$ cat config.mk
export PLATFORM = sky130hd
export DESIGN_NAME = tec_timer
export DESIGN_NICKNAME = d
export VERILOG_FILES = /design/src/rtl/tec_pkg.sv /design/src/rtl/tec_prescaler.sv /design/src/rtl/tec_edge_det.sv /design/src/rtl/tec_count.sv /design/src/rtl/tec_timer.sv
export SDC_FILE = /design/constraint.sdc
export NUM_CORES = 1
export LEC_CHECK = 0
export ABC_AREA = 0
export BUFFER_PORTS_ARGS = -buffer_cell sky130_fd_sc_hd__buf_4
export CAP_MARGIN = 20
export CORE_ASPECT_RATIO = 0.75
export CORE_MARGIN = 4
export CORE_UTILIZATION = 36
export DETAILED_ROUTE_END_ITERATION = 8
export PLACE_DENSITY = 0.51
export SLEW_MARGIN = 10
export SYNTH_ARGS = -nofsm -noshare
export SYNTH_HDL_FRONTEND = slang
export SYNTH_HIERARCHICAL = 1
export SYNTH_SLANG_ARGS = --single-unit
$ cat constraint.sdc
create_clock -name clk -period 2.2 [get_ports clk]
set_input_delay 0 -clock clk [delete_from_list [all_inputs] [get_ports clk]]
set_output_delay 0 -clock clk [all_outputs]
set_load 0.02 [all_outputs]
$ cat src/rtl/tec_pkg.sv
package tec_pkg;

    localparam int BUS_W   = 8;
    localparam int SEL_W   = 3;
    localparam int SYNC_N  = 2;

    typedef enum logic [1:0] {
        MODE_OFF   = 2'b00,
        MODE_EVENT = 2'b01,
        MODE_TIMER = 2'b10,
        MODE_WIDTH = 2'b11
    } mode_e;

    typedef struct packed {
        mode_e            mode;
        logic             rsvd;
        logic             run;
        logic             edge_sel;
        logic [SEL_W-1:0] div_sel;
    } ctrl_t;

    typedef enum logic [1:0] {
        ADR_COUNT = 2'd0,
        ADR_CTRL  = 2'd1,
        ADR_FLAG  = 2'd2
    } addr_e;

    // Edge that advances the counter in event mode
    function automatic logic event_edge(input logic sel, input logic rise, input logic fall);
        return sel ? fall : rise;
    endfunction

endpackage

$ cat src/rtl/tec_prescaler.sv
module tec_prescaler #(
    parameter int SEL_W = 3
) (
    input  logic             clk,
    input  logic             rst,
    input  logic [SEL_W-1:0] sel,
    output logic             tick
);
    localparam int DIV_W = (1 << SEL_W) - 1;

    logic [DIV_W-1:0] div_q;
    logic [DIV_W-1:0] mask;

    always_ff @(posedge clk) begin
        if (rst) div_q <= '0;
        else     div_q <= div_q + 1'b1;
    end

    // Low 'sel' bits of the mask are set; a tick fires when they are all ones
    for (genvar i = 0; i < DIV_W; i++) begin : g_mask
        assign mask[i] = (sel > SEL_W'(i));
    end

    assign tick = ((div_q & mask) == mask);

endmodule

$ cat src/rtl/tec_edge_det.sv
module tec_edge_det #(
    parameter int STAGES = 2
) (
    input  logic clk,
    input  logic rst,
    input  logic pin,
    output logic rise,
    output logic fall
);
    logic [STAGES:0] sh_q;

    always_ff @(posedge clk) begin
        if (rst) sh_q <= '0;
        else     sh_q <= {sh_q[STAGES-1:0], pin};
    end

    assign rise = sh_q[STAGES-1] & ~sh_q[STAGES];
    assign fall = ~sh_q[STAGES-1] & sh_q[STAGES];

endmodule

$ cat src/rtl/tec_count.sv
module tec_count #(
    parameter int W = 8
) (
    input  logic         clk,
    input  logic         rst,
    input  logic         inc,
    input  logic         wr,
    input  logic         running,
    input  logic [W-1:0] wdata,
    output logic [W-1:0] cnt,
    output logic         ovf,
    output logic         half
);
    logic [W-1:0] cnt_q;
    logic [W-1:0] pre_q;
    logic         ovf_q;
    logic         half_q;

    always_ff @(posedge clk) begin
        if (rst) begin
            cnt_q  <= '0;
            pre_q  <= '0;
            ovf_q  <= 1'b0;
            half_q <= 1'b0;
        end else begin
            ovf_q <= 1'b0;
            if (wr) pre_q <= wdata;
            if (wr && !running) begin
                cnt_q <= wdata;
            end else if (inc) begin
                if (cnt_q == {W{1'b1}}) begin
                    cnt_q  <= pre_q;
                    ovf_q  <= 1'b1;
                    half_q <= ~half_q;
                end else begin
                    cnt_q <= cnt_q + 1'b1;
                end
            end
        end
    end

    assign cnt  = cnt_q;
    assign ovf  = ovf_q;
    assign half = half_q;

    // overflow reloads from the preload held before that edge
    p_reload_r3: assert property (@(posedge clk) disable iff (rst)
        ovf_q |-> cnt_q == $past(pre_q));

    // divide-by-two output moves only with an overflow
    p_half_toggle_r3: assert property (@(posedge clk) disable iff (rst)
        ovf_q |-> half_q != $past(half_q));

    p_half_hold_r3: assert property (@(posedge clk) disable iff (rst)
        !ovf_q |-> $stable(half_q));

    // a write while running leaves the count alone
    p_preload_run_r5: assert property (@(posedge clk) disable iff (rst)
        $past(wr && running && !inc) |-> $stable(cnt_q));

endmodule

$ cat src/rtl/tec_timer.sv
module tec_timer
    import tec_pkg::*;
(
    input  logic             clk,
    input  logic             rst,
    input  logic             bus_wr,
    input  logic             bus_rd,
    input  logic [1:0]       bus_addr,
    input  logic [BUS_W-1:0] bus_wdata,
    output logic [BUS_W-1:0] bus_rdata,
    input  logic             ev_pin,
    input  logic             irq_en,
    output logic             irq_req,
    output logic             ovf_pulse,
    output logic             half_out
);
    ctrl_t            ctrl_q;
    ctrl_t            ctrl_new;
    logic             active_q;
    logic             irq_q;
    logic             tick;
    logic             rise;
    logic             fall;
    logic             inc;
    logic [BUS_W-1:0] cnt;
    logic             ovf;
    logic             half;

    logic wr_cnt, wr_ctrl, wr_flag, rd_blk;
    logic start_edge, stop_edge;

    assign wr_cnt  = bus_wr && (bus_addr == ADR_COUNT);
    assign wr_ctrl = bus_wr && (bus_addr == ADR_CTRL);
    assign wr_flag = bus_wr && (bus_addr == ADR_FLAG);
    assign rd_blk  = bus_rd && (bus_addr == ADR_COUNT);

    tec_prescaler #(.SEL_W(SEL_W)) u_psc (
        .clk  (clk),
        .rst  (rst),
        .sel  (ctrl_q.div_sel),
        .tick (tick)
    );

    tec_edge_det #(.STAGES(SYNC_N)) u_edge (
        .clk  (clk),
        .rst  (rst),
        .pin  (ev_pin),
        .rise (rise),
        .fall (fall)
    );

    assign start_edge = ctrl_q.edge_sel ? rise : fall;
    assign stop_edge  = ctrl_q.edge_sel ? fall : rise;

    always_comb begin
        case (ctrl_q.mode)
            MODE_TIMER: inc = ctrl_q.run & tick;
            MODE_EVENT: inc = ctrl_q.run & event_edge(ctrl_q.edge_sel, rise, fall);
            MODE_WIDTH: inc = active_q & tick;
            default:    inc = 1'b0;
        endcase
        if (rd_blk) inc = 1'b0;
    end

    always_comb begin
        ctrl_new      = ctrl_t'(bus_wdata);
        ctrl_new.rsvd = 1'b0;
    end

    always_ff @(posedge clk) begin
        if (rst) begin
            ctrl_q   <= '0;
            active_q <= 1'b0;
        end else if (wr_ctrl) begin
            ctrl_q   <= ctrl_new;
            active_q <= 1'b0;
        end else if (ctrl_q.mode == MODE_WIDTH && ctrl_q.run) begin
            if (!active_q && start_edge) begin
                active_q <= 1'b1;
            end else if (active_q && stop_edge) begin
                active_q   <= 1'b0;
                ctrl_q.run <= 1'b0;
            end
        end
    end

    always_ff @(posedge clk) begin
        if (rst)                 irq_q <= 1'b0;
        else if (ovf && irq_en)  irq_q <= 1'b1;
        else if (wr_flag)        irq_q <= 1'b0;
    end

    tec_count #(.W(BUS_W)) u_cnt (
        .clk     (clk),
        .rst     (rst),
        .inc     (inc),
        .wr      (wr_cnt),
        .running (ctrl_q.run),
        .wdata   (bus_wdata),
        .cnt     (cnt),
        .ovf     (ovf),
        .half    (half)
    );

    always_comb begin
        case (bus_addr)
            ADR_COUNT: bus_rdata = cnt;
            ADR_CTRL:  bus_rdata = ctrl_q;
            ADR_FLAG:  bus_rdata = {{(BUS_W-1){1'b0}}, irq_q};
            default:   bus_rdata = '0;
        endcase
    end

    assign irq_req   = irq_q;
    assign ovf_pulse = ovf;
    assign half_out  = half;

    // the flag rises only on an enabled overflow
    p_flag_gate_r4: assert property (@(posedge clk) disable iff (rst)
        $rose(irq_q) |-> $past(irq_en) && $past(ovf));

    // a count read freezes the counter for that cycle
    p_read_freeze_r9: assert property (@(posedge clk) disable iff (rst)
        $past(rd_blk && !wr_cnt) |-> cnt == $past(cnt));

    // run drops without a software write only in width mode
    p_run_self_clear_r8: assert property (@(posedge clk) disable iff (rst)
        ($fell(ctrl_q.run) && !$past(wr_ctrl)) |-> $past(ctrl_q.mode) == MODE_WIDTH);

    // reserved control bit never reads back set
    p_rsvd_zero_r10: assert property (@(posedge clk) disable iff (rst)
        (bus_addr == ADR_CTRL) |-> bus_rdata[5] == 1'b0);

endmodule

==> metrics <==
crit end category=register; Syn Nets=239; slowest stage delay, CP=0.36 ns; root buffer cell=sky130_fd_sc_hd__clkbuf_8; clk_lat worst skew=0.28 ns; number of fill cells=524; footprint of the multi-input gates=1100 µm²; post-synthesis cell count=221; setup bufs post-CTS=0; gr usage total=14.9%; required time of the worst setup path=2.42 ns; most frequent cells after synthesis=sky130_fd_sc_hd__dfxtp_1 (37), sky130_fd_sc_hd__nor2_1 (28), sky130_fd_sc_hd__nand2_1 (21); Final setup violation count=0; data arrival time at the worst-slack endpoint=2.26 ns; Reg area=741 µm²; cell area after technology mapping=1900 µm²; YS warnings=6; total congestion overflow=0; CTS Buf Count=5; Die Span X=92.0 µm; Total Die Area=6530 µm²; largest area contributor in the synthesized netlist=sky130_fd_sc_hd__dfxtp_1; total of flip-flops plus latches after synthesis=37; sequential area share after synthesis=38.9%; number of antenna violations at the first check in global routing=0; RSZ-0062 raised after global routing=no; leakage power figure=0.910 nW; TritonCTS clock tree=yes; number of buffers added on ports=26; H-tree Lvls=2; most numerous cell in the Yosys netlist=sky130_fd_sc_hd__dfxtp_1; peak supply drop=0.295 mV; share of the clock period used by the worst path=92.9%; Final Routed Wirelength=4.72 mm; headroom to the max-slew limit=71.6%; ordered list of cells on the worst path=buf_4 -> nand2b_1 -> a311oi_1 -> a211oi_2 -> nand2_1 -> o32a_1 -> a21oi_2 -> buf_4 -> nand2b_1 -> a311o_1 -> o21ai_0; count of nets left with antenna violations after detail routing=0; clock sink count=37; Final Hold Fails=0; placement row count=22; worst clock skew=0.00821 ns; Post-synth EDFFs=0; total via count in the routed design=1671; drt via density=5.02; DRC violations left=0; Worst setup SP type=register; DR pass1 iterations=4; Detailed Route Iter0 Violations=130; result of the run=finished clean; Total Neg Setup Slack=0 ns; Layout Nets=278; clock buffer depth=2; Vert. Die Dim=71.0 µm; fraction of final layout cells sized beyond drive strength 1=19.9%; initial cell density of the core=38.0%; Synth top area share=38.9%; top fanout value on the critical path=8; post-route minimum period=2.04 ns; final RePlAce weighted congestion=0.782; reg2reg setup slack=0.16 ns; max-slew violation count=0; share of flip-flops with an asynchronous set or reset=0%; top achievable clock speed=0.490 GHz; total design power=1.32 mW; number of library cell types mapped by synthesis=49; Area contributors post-synth=sky130_fd_sc_hd__dfxtp_1 (39%), sky130_fd_sc_hd__mux2i_1 (11%), sky130_fd_sc_hd__nor2_1 (5.5%); standard cell with the maximum stage delay on the critical path=sky130_fd_sc_hd__a311o_1; global-route wire length before repair=7.85 mm; Top-Level Pins=27; predominant post-synthesis flop cell=sky130_fd_sc_hd__dfxtp_1; CP delay by family, top=compound AO/OA/AOI/OAI gates; area of the placeable core=5010 µm²; number of global-route vias before repair=1516; Diodes inserted=0; critical setup path kind=register to register; Syn-to-layout area delta=24.4%; largest net degree at the start of global routing=41; Post-DP HPWL=3.43 mm; post-CTS clock slew at the launch and capture registers of the worst setup and hold paths=0.07 ns; type of the most critical hold path=input pin to register; count of buffering cells on the critical path with inverters included=2; Power per Cell Area=558 nW/µm²; Wirelength per Cell=14.2 µm; synthesized area per cell=8.62 µm²; number of violations of the max-capacitance limit=0; transition at the pin with the smallest max-transition slack=0.426 ns
[layout make-up]
type | count | area share [%]
Multi-Input combinational cell | 172 | 46.5
Sequential cell | 37 | 31.3
Timing Repair Buffer | 44 | 15.0
Tap cell | 72 | 3.80
Clock buffer | 8 | 3.38
[stage by stage]
stage	setup slack [ns]	util [%]	area [µm²]	hold slack, ns	instances
after floorplan	0.143	-	1900	0.0716	221
after global placement	0.111	43.6	2180	0.220	315
after detailed placement	0.0508	43.6	2180	0.223	315
after CTS	0.0310	47.2	2360	0.0784	333
after global routing	0.00570	47.3	2370	0.109	333
final	0.157	47.3	2370	0.0838	333
[where the power goes]
part,switching (mW),internal (mW)
Combinational,0.0778,0.0798
Clock,0.225,0.225
Sequential,0.0216,0.692
Total,0.324,0.996
[state kept, by name, summed over array words and instances (netlist names), 3 cells and up]
register / cells
u_cnt/cnt: 8
u_cnt/pre_q: 8
ctrl_q: 7
u_psc/div_q: 7
u_edge/sh_q: 3
[kinds of logic (layout without fill, tap and decap cells)]
family / after synthesis / in the layout / synth area share, %
muxes: 20 / 20 / 10.5
DFF: 37 / 37 / 38.9
and+or+nand+nor: 101 / 101 / 28.5
AOI/OAI and AO/OA: 44 / 44 / 14.9
adders and majority gates: 2 / 2 / 1.31
xor gates and xnor gates: 5 / 5 / 2.30
buffers and inverters: 12 / 52 / 3.55
[repair_timing]
item	in CTS	in global routing
setup endpoints to repair	0	9
hold buffers	10	0
resized for setup	0	2
hold endpoints to repair	18	0
[tightest hold or removal path, cell delays in order]
cell	delay (ns)
sky130_fd_sc_hd__buf_4	0.13
sky130_fd_sc_hd__nand3b_1	0.07
sky130_fd_sc_hd__a22oi_1	0.06
sky130_fd_sc_hd__nor2_1	0.07
[metal layers]
| layer | share of wire, % | GRT usage (%) | vias up |
|---|---|---|---|
| met5 | 0 | 0 | - |
| met4 | 0.78 | 3.46 | 0 |
| met3 | 6.2 | 3.83 | 5 |
| met2 | 38 | 19.0 | 42 |
| met1 | 55 | 24.1 | 767 |
| li1 | - | - | 857 |
[final timing paths]
check                                               start                        end  depth (start not counted)
worst max-delay path            u_psc/div_q[2]$_SDFF_PP0_  u_cnt/cnt[7]$_SDFFE_PP0P_                         11
worst min-delay path                               bus_wr       irq_req$_SDFFE_PP0P_                          4
worst max register to register  u_psc/div_q[2]$_SDFF_PP0_  u_cnt/cnt[7]$_SDFFE_PP0P_                         11
worst min register to register  u_edge/sh_q[0]$_SDFF_PP0_  u_edge/sh_q[1]$_SDFF_PP0_                          1
[cell usage in the layout (no fill, tap or decap), drive strengths merged, types with 2 or more instances in the layout]
cell / instances
dfxtp: 37
buf: 34
nor2: 28
nand2: 23
mux2i: 20
a21oi: 20
dlygate4sd3: 10
nand3: 9
clkbuf: 8
nor2b: 7
nor3b: 5
o21ai: 5
nand2b: 5
nand3b: 4
or3: 3
nor4: 3
nor3: 3
o32ai: 3
xnor2: 3
and2: 3
a211oi: 3
and2b: 2
and4: 2
o22ai: 2
xor2: 2
ha: 2
No activity file was read; power rests on OpenSTA's default activity.
